**src/rtl/cpl_exec_unit.sv**
```systemverilog
module cpl_exec_unit #(
  parameter logic [7:0] OP_CPL_ACC = 8'hF4,
  parameter logic [7:0] OP_CPL_CY  = 8'hB3,
  parameter logic [7:0] OP_CPL_BIT = 8'hB2,
  parameter logic [7:0] CY_ADDR    = 8'hD7,
  parameter logic [7:0] PORT_RST   = 8'hFF,
  parameter int         RAM_BITS   = 128
) (
  input  logic       clk,
  input  logic       rst,
  input  logic       in_valid,
  input  logic [7:0] in_byte,
  output logic       in_ready,
  input  logic [7:0] pin_in,
  input  logic [7:0] peek_addr,
  output logic       peek_bit,
  output logic [7:0] acc_out,
  output logic       carry_out,
  output logic [7:0] port_out,
  output logic       done,
  output logic       bad_addr,
  output logic       illegal
);
  localparam int RA = $clog2(RAM_BITS);

  logic [7:0]          acc, latch;
  logic                cy, want_addr;
  logic [RAM_BITS-1:0] ram;

  wire fire      = in_valid && in_ready;
  wire op_fire   = fire && !want_addr;
  wire addr_fire = fire && want_addr;
  wire op_acc    = op_fire && in_byte == OP_CPL_ACC;
  wire op_cy     = op_fire && in_byte == OP_CPL_CY;
  wire op_bit    = op_fire && in_byte == OP_CPL_BIT;
  wire op_bad    = op_fire && !op_acc && !op_cy && !op_bit;

  wire hit_ram  = !in_byte[7];
  wire hit_port = in_byte[7:3] == 5'b10010;
  wire hit_cy   = in_byte == CY_ADDR;

  wire unused_pins = ^pin_in;

  assign in_ready  = !rst;
  assign acc_out   = acc;
  assign carry_out = cy;
  assign port_out  = latch;

  always_comb begin
    if (!peek_addr[7])                 peek_bit = ram[peek_addr[RA-1:0]];
    else if (peek_addr[7:3] == 5'b10010) peek_bit = latch[peek_addr[2:0]];
    else if (peek_addr == CY_ADDR)     peek_bit = cy;
    else                               peek_bit = unused_pins & 1'b0;
  end

  always_ff @(posedge clk) begin
    if (rst) begin
      acc       <= '0;
      cy        <= 1'b0;
      ram       <= '0;
      latch     <= PORT_RST;
      want_addr <= 1'b0;
      done      <= 1'b0;
      bad_addr  <= 1'b0;
      illegal   <= 1'b0;
    end else begin
      done     <= 1'b0;
      bad_addr <= 1'b0;
      illegal  <= 1'b0;
      if (op_acc) begin
        acc  <= ~acc;
        done <= 1'b1;
      end
      if (op_cy) begin
        cy   <= ~cy;
        done <= 1'b1;
      end
      if (op_bit) want_addr <= 1'b1;
      if (op_bad) illegal <= 1'b1;
      if (addr_fire) begin
        want_addr <= 1'b0;
        done      <= 1'b1;
        if (hit_ram)       ram[in_byte[RA-1:0]]  <= ~ram[in_byte[RA-1:0]];
        else if (hit_port) latch[in_byte[2:0]]   <= ~latch[in_byte[2:0]];
        else if (hit_cy)   cy                    <= ~cy;
        else               bad_addr              <= 1'b1;
      end
    end
  end

  AST_ACC_INVERT: assert property (@(posedge clk) disable iff (rst)
    op_acc |=> acc_out == ~$past(acc_out));
  AST_CY_INVERT: assert property (@(posedge clk) disable iff (rst)
    op_cy |=> carry_out != $past(carry_out));
  AST_CY_HOLD: assert property (@(posedge clk) disable iff (rst)
    (op_acc || (addr_fire && !hit_cy)) |=> $stable(carry_out));
  AST_PORT_RMW: assert property (@(posedge clk) disable iff (rst)
    (addr_fire && hit_port) |=>
      port_out == ($past(port_out) ^ (8'd1 << $past(in_byte[2:0]))));
  AST_BAD_DONE: assert property (@(posedge clk) disable iff (rst)
    bad_addr |-> done);
  AST_ILL_FREEZE: assert property (@(posedge clk) disable iff (rst)
    op_bad |=> $stable(acc_out) && $stable(carry_out)
               && $stable(port_out) && $stable(ram));
  AST_ILL_NO_DONE: assert property (@(posedge clk) disable iff (rst)
    !(illegal && done));
endmodule

```
**config.mk**
```make
export PLATFORM = sky130hd
export DESIGN_NAME = cpl_exec_unit
export DESIGN_NICKNAME = d
export VERILOG_FILES = /design/src/rtl/cpl_exec_unit.sv
export SDC_FILE = /design/constraint.sdc
export NUM_CORES = 1
export LEC_CHECK = 0
export BUFFER_PORTS_ARGS = -buffer_cell sky130_fd_sc_hd__buf_2
export CAP_MARGIN = 40
export CORE_MARGIN = 5
export CORE_UTILIZATION = 40
export CTS_BUF_LIST = sky130_fd_sc_hd__clkbuf_8
export CTS_CLUSTER_SIZE = 10
export DETAILED_ROUTE_END_ITERATION = 8
export GPL_TIMING_DRIVEN = 1
export PLACE_DENSITY = 0.65
export SYNTH_ARGS = -nofsm -noshare
export SYNTH_HDL_FRONTEND = slang
export SYNTH_SLANG_ARGS = --single-unit
```
**constraint.sdc**
```tcl
create_clock -name clk -period 3.05 [get_ports clk]
set_clock_uncertainty 0.15 [all_clocks]
set_input_delay 0.1525 -clock clk [delete_from_list [all_inputs] [get_ports clk]]
set_output_delay 0.1525 -clock clk [all_outputs]
set_load 0.03 [all_outputs]
```
==> results of run 1 <==
## cell usage after synthesis, types with 2 or more instances
master,instances,share of area [%]
buf_6,9,1.2
nor2_1,88,4.0
nand3_1,41,2.5
a311oi_2,20,3.6
and2_1,3,0.23
o21ai_1,16,0.96
a21o_1,2,0.18
mux2i_1,27,3.2
o31a_1,24,2.5
mux2_2,14,1.9
and3b_1,3,0.32
nor2b_1,6,0.45
nand4_1,3,0.23
nor3_1,8,0.48
a211oi_1,21,1.9
a211o_1,4,0.42
a22oi_1,4,0.36
inv_1,6,0.27
dfxtp_1,149,36
nand2b_1,10,0.75
a311oi_1,29,3.0
a21oi_1,103,6.2
o22ai_1,10,0.75
o31ai_1,2,0.18
o221ai_1,6,0.63
clkbuf_1,47,2.1
buf_1,6,0.27
nor3b_1,3,0.27
nand2_1,72,3.2
buf_2,22,1.3
o21ai_0,29,1.7
o211ai_1,2,0.18
a31o_2,2,0.21
xnor2_1,8,0.84
nand3b_1,3,0.27
mux4_2,46,12
mux4_1,3,0.95
a31o_1,14,1.5
or2_2,2,0.15
a41oi_1,2,0.21
a31oi_1,3,0.23
## sequential cells by signal (all words and copies together) (netlist names)
name	cells
bad_addr	1
done	1
want_addr	1
carry_out	1
acc_out	8
ram	128
port_out	8
illegal	1
## worst paths after layout
path	from	end	slack, ns	cells past startpoint
max	ram[98]$_SDFFE_PP0P_	peek_bit	0.19	7
min	in_byte[5]	illegal$_SDFF_PP0_	0.16	4
max reg2reg	ram[21]$_SDFFE_PP0P_	ram[17]$_SDFFE_PP0P_	0.65	6
min reg2reg	ram[64]$_SDFFE_PP0P_	ram[64]$_SDFFE_PP0P_	0.32	2
## stage by stage
step	hold slack, ns	instances
2_1_floorplan	0.119	889
4_1_cts	0.128	1194
3_5_place_dp	0.219	1158
3_3_place_gp	0.217	1157
6_report	0.155	1194
5_1_grt	0.181	1194
## cell type report
type / count / area share, %
multi-input cells: 649 / 52.7
flip-flops and latches: 149 / 31.8
repair buffers: 88 / 6.94
well taps: 270 / 3.60
clock buffers: 21 / 3.08
clock inverters: 11 / 1.67
inverters: 6 / 0.240
## critical path, cell delays in order (launching register included)
cell,delay (ns)
dfxtp_1,0.37
mux4_2,0.29
and2_1,0.13
a211oi_1,0.07
a211o_1,0.31
a21o_1,0.19
a222oi_1,0.44
buf_2,0.28
## timing repair
action                                 CTS  global route
gates resized for setup                  0             0
endpoints found under the hold margin    3             0
hold buffers                             4             0
## kinds of logic (layout without fill, tap and decap cells)
kind of cell	after synthesis	in the layout	share of synthesized area, %
XOR/XNOR	9	9	0.946
flip-flops	149	149	35.8
buffers and inverters	91	126	5.28
AND/OR/NAND/NOR	248	248	13.4
multiplexers	90	90	18.5
AO/OA/AOI/OAI	302	302	26.1
## report_power, final
group / switching (uW) / total [uW] / internal (uW)
registers: 0.330 / 1940 / 1940
clock network: 767 / 1730 / 967
logic: 297 / 429 / 133
total: 1060 / 4110 / 3040
## layer usage
layer  global-route usage, %  vias up
met5                       0        -
met4                    7.19        2
met3                    3.80       49
met2                    33.2      341
met1                    30.8     3617
li1                        -     3467
==> results.md, run 1 <==
* Status: finished clean
* PortBufs at 40
* Footprint of the multi-input gates at a little under 5000 um2
* Fin area at 9390 um2
* Leak pwr at between 0.003 and 0.004 uW
* Final net count at ~940
* Yosys warning count at 0
* Initial antenna violation count at 1
* Clk_lat worst skew at 0.47 ns
* Via-to-Cell Ratio at 6.26
* Fill cells at 1881
* Slack of the critical path at 0.189 ns
* Setup TNS Final at 0 ns
* N_diodes at 0
* Vias in the first global route at 6863
* DP HPWL at roughly 18000 um
* Syn Nets at around 900
* Initial DRC Count at 845
* GR Overflow Total at 0
* Average cell area after synthesis at 9.38 um2
* Detailed Route WL at 26200 um
* Setup crit end kind: output port
* Max Buffers Root-to-Sink at 2
* Area post-placement at 8910 um2
* Hold WC Path Type: in2reg
* Power per standard cell area at between 400 and 500 nW/um2
* Area of the mapped netlist at about 8300 um2
* # IOs at slightly below 50
* Met3 routed WL at 2230 um
* WL met1 at 11300 um
* TritonRoute pass-1 iters at 8
* Num CTS Buffers at 17
* Area growth syn-to-layout at 12.7%
* Die width at 154 um
* Pin count of the biggest net entering global routing at between 60 and 70
* Critical Path Start Type: flop
* Tot GR Track Use at 21.6%
* Worst path required time at 2.75 ns
* Met2 wire len at ~12000 um
* Fin. max-slew vios at 0
* Sequential Area at 2980 um2
* Ys async rst share at 0%
* Max Freq at approximately 350 MHz
* Num rows at 52
* Commonest cells after routing, fill and taps aside: 149 x dfxtp_1, 103 x a21oi_1, 80 x nor2_1
* WS Path Type: reg2out
* Htree depth at 4
* Post-layout util at 46.1%
* Number of flops mapped to enable cells by yosys at 0
* Layout cell share with drive strength beyond 1 at 22.7%
* Register bit count reported by yosys at 149
* CORE AREA at 20400 um2
* Vias at roughly 7500
* Peak VDD IR at 0.232 mV
* CTS sink count at 149
* WL per Instance at 22.0 um
* Total power at 4110 uW
* Hold Vio Cnt, Final at 0
* First-pass GRT wire length at around 41000 um
* Final worst path period share at a little over nine tenths
* Worst-Margin Slew at 0.763 ns
* Seq/Total Area, Yosys at between 30% and 40%
* RSZ-0062 raised after global routing: no
* Clock root buffer: clkbuf_8
* Pre-CTS setup slack at 0.355 ns
* Rel. slew slack at between 40% and 50%
* Syn Inst Count at 889
* Min cycle time layout at 2.86 ns
* Post CTS Setup Buffer Count at 0
* Max Fanout on Critical Path at 3
* Critical Path AT at between 2 and 3 ns
* Uppermost routed layer: met5
* Initial Util at 40.9%
* Die ar. at 23800 um2
* Die height at 154 um
* Distinct cells, synth at 58
* Gpl congestion at 0.938
* Final setup fails at 0
* CTS tree: done
* Most used DFF post-synth: dfxtp_1
* Commonest non-fill, non-tap cell in the layout: dfxtp_1
* Drt drc at 0
* Max-cap violations at 0
* Worst-path clk slew at 0.08 ns
* Antenna Nets Post-Route at 0
No activity file was read; power rests on OpenSTA's default activity.
==> inputs of run 2 (changes only) <==
- ABC_AREA: default -> 1
==> run 2 against run 1 <==
Area after synthesis rose by 3.2%. Clock-buffer cell count is 1 lower. Clock power grew 2%. Worst setup slack improved by 0.18 ns. Highest routed layer unchanged. First-iteration DRC count up 41%. Core utilization shrank 0.58 points. Largest cell class unchanged. Critical path depth is 6 higher. Total power is 5.5% higher.
==> results.md, run 2 <==
* Via-to-Cell Ratio at 5.53 (-12%)
* Initial antenna violation count at 1 (unchanged)
* Final net count at 1454 (+55%)
* Post CTS Setup Buffer Count at 0 (unchanged)
* Power per standard cell area at 451 nW/um2 (+3.2%)
* WL per Instance at 17.6 um (-20%)
* Htree depth at 4 (unchanged)
* CTS sink count at 149 (unchanged)
* Top cells by area, synth: dfxtp_1 35%, nand2_1 15%, o21ai_0 11%, a21oi_1 9.2%, nor2_1 8.5%
* Fill cells at 2183 (+16%)
* Most flops, register: ram
* Tot GR Track Use at 24.6% (+3.1 points)
* Worst-path clk slew at 0.09 ns (about the same)
* Antenna Nets Post-Route at 0 (unchanged)
* Die ar. at 24500 um2 (+3.0%)
* Pin count of the biggest net entering global routing at 101 (+63%)
* PortBufs at 40 (unchanged)
* Sequential power share at 44.9% (-2.4 points)
* Finished Layout Cells at 1715 (+44%)
* CTS tree: done
* Min cycle time layout at 2.68 ns (-0.183 ns)
* Commonest non-fill, non-tap cell in the layout: nand2_1
* Worst-Margin Slew at 0.831 ns (+0.0679 ns)
* Pre-CTS setup slack at 0.172 ns (-0.184 ns)
* Hold WC Path Type: in2reg
* Die width at 157 um (+1.5%)
* Clk_lat worst skew at 0.47 ns (about the same)
* Top-count cell post-synth: nand2_1
* WS Path Type: in2reg
* Leak pwr at 0.00376 uW (+20%)
* Most area-hungry cell type in the Yosys netlist: dfxtp_1
* Clock root buffer: clkbuf_8
* Final worst path period share at 87.8% (-6.0 points)
* Layout cell share with drive strength beyond 1 at 9.10% (-14 points)
* Vias in the first global route at 8912 (+30%)
* Rel. slew slack at 44.4% (-4.7 points)
* Max Buffers Root-to-Sink at 2 (unchanged)
* Register bit count reported by yosys at 149 (unchanged)
* Peak VDD IR at 0.243 mV (+4.8%)
* Max-cap violations at 0 (unchanged)
* Most used DFF post-synth: dfxtp_1
* Max FFs per register at 128 (unchanged)
* Footprint of the multi-input gates at 4740 um2 (-4.3%)
* Synth Area in XOR/XNOR at 0% (-0.95 points)
* Critical Path Start Type: input pin
* Max Fanout on Critical Path at 46 (+43)
* GR Overflow Total at 0 (unchanged)
* Drt drc at 0 (unchanged)
* Num CTS Buffers at 17 (unchanged)
* Comb pwr share at 14.3% (+3.8 points)
* Max Freq at 373 MHz (+6.8%)
* Ys async rst share at 0% (unchanged)
* Distinct cells, synth at 30 (-48%)
* Critical Path AT at 2.87 ns (+0.31 ns)
* Adder-Cell Fraction of Synth Area at 0% (unchanged)
* Setup crit end kind: flop
* Synth top cells by count: 346 x nand2_1, 194 x nor2_1, 186 x o21ai_0
* Top cell type's share of synthesized area at 34.7% (-1.1 points)
* Fin. max-slew vios at 0 (unchanged)
* Num rows at 53 (+1.9%)
* Initial DRC Count at 1195 (+41%)
* Sw Share at 29.0% (+3.1 points)
* RSZ-0062 raised after global routing: no
* Gpl congestion at 0.939 (+0.15%)
* Yosys warning count at 0 (unchanged)
* Initial Util at 40.8% (-0.13 points)
* Placed cells at 1678 (+45%)
* N_diodes at 0 (unchanged)
* Average cell area after synthesis at 6.11 um2 (-35%)
* Power share of the clock group at 40.8% (-1.4 points)
* CORE AREA at 21100 um2 (+3.6%)
* Detailed Route WL at 30200 um (+15%)
* Die height at 157 um (+1.5%)
* Vias at 9484 (+27%)
* Synth Area in Simple Gates at 33.0% (+20 points)
* Status: finished clean
* Mux cell area share after synthesis at 0% (-19 points)
* Syn Nets at 1435 (+57%)
* Psw at 1260 uW (+18%)
* Area of the mapped netlist at 8600 um2 (+3.2%)
* Syn Inst Count at 1408 (+58%)
* Internal at 3080 uW (+1.1%)
* Setup TNS Final at 0 ns (unchanged)
* Largest family of logic cells by synthesized area: simple AND/OR/NAND/NOR gates
* TritonRoute pass-1 iters at 7 (-1)
* Synth Area in Compound Gates at 22.0% (-4.1 points)
* Hold Vio Cnt, Final at 0 (unchanged)
* Commonest cells after routing, fill and taps aside: 346 x nand2_1, 193 x nor2_1, 186 x o21ai_0
* First-pass GRT wire length at 47900 um (+18%)
* # IOs at 49 (unchanged)
* Number of flops mapped to enable cells by yosys at 0 (unchanged)
* Slack of the critical path at 0.372 ns (+0.183 ns)
* Final setup fails at 0 (unchanged)
* Seq/Total Area, Yosys at 34.7% (-1.1 points)
* DP HPWL at 19200 um (+8.1%)
* Sequential Area at 2980 um2 (unchanged)
* Area growth syn-to-layout at 11.6%
* Worst path required time at 3.25 ns (+0.50 ns)
run 2: path summary, 6_finish.rpt:
path / startpoint / end / slack [ns] / cells after the start
hold reg to reg: acc_out[4]$_SDFFE_PP0P_ / acc_out[4]$_SDFFE_PP0P_ / 0.32 / 2
hold / removal: in_byte[1] / port_out[3]$_SDFFE_PP1P_ / 0.02 / 5
setup / recovery: in_byte[3] / ram[115]$_SDFFE_PP0P_ / 0.37 / 13
setup reg to reg: ram[127]$_SDFFE_PP0P_ / ram[115]$_SDFFE_PP0P_ / 0.51 / 14
run 2: through the flow:
step	hold slack, ns	util [%]	power (uW)	cell area (um2)
finish	0.0195	45.5	4330	9600
global placement	0.253	43.1	2590	9090
floorplan	0.0810	-	2410	8600
CTS	0.00941	45.5	4340	9600
global route	0.0560	45.5	4480	9600
detailed placement	0.258	43.2	2590	9100
run 2: cell type report:
| class | instances | share of cell area (%) |
|---|---|---|
| flip-flops and latches | 149 | 31.1 |
| repair buffers | 88 | 7.14 |
| multi-input cells | 1064 | 49.3 |
| inverters | 107 | 4.19 |
| well taps | 275 | 3.58 |
| clock inverters | 12 | 1.84 |
| clock buffers | 20 | 2.87 |
run 2: routing by layer:
layer / vias to the layer above / part of all wire (%) / wire length, um / global-route usage, %
met5: - / 0.043 / 13 / 0
met2: 477 / 42 / 12800 / 36.9
met4: 2 / 3.2 / 952 / 8.97
met3: 85 / 9.8 / 2970 / 6.00
met1: 4268 / 45 / 13500 / 34.5
li1: 4652 / - / - / -
run 2: logic make-up (layout without fill, tap and decap cells):
family	Yosys count	count (layout)
buffers and inverters	195	227
AND/OR/NAND/NOR	695	695
AO/OA/AOI/OAI	369	369
flip-flops	149	149
run 2: worst max-delay path: stages:
cell and delay [ns]:
dlygate4sd3_1 0.51, buf_2 0.24, nor2_1 0.14, buf_4 0.20, nand2_1 0.07, nand2_1 0.05, nand2_1 0.06, nand2_1 0.06
o21ai_1 0.14, nand2_1 0.11, nor2_4 0.65, buf_12 0.30, a21oi_1 0.11
run 2: timing repair:
item / 4_1_cts / 5_1_grt
hold buffers: 5 / 0
gates resized for setup: 0 / 0
endpoints found under the hold margin: 10 / 0
run 2: power by group through the flow:
stage / Sequential, uW / Combinational, uW / Clock (uW)
2_1_floorplan: 1990 / 419 / 0
3_3_place_gp: 1990 / 598 / 0
3_5_place_dp: 1990 / 599 / 0
4_1_cts: 1940 / 605 / 1790
6_report: 1940 / 620 / 1770
5_1_grt: 1940 / 671 / 1870
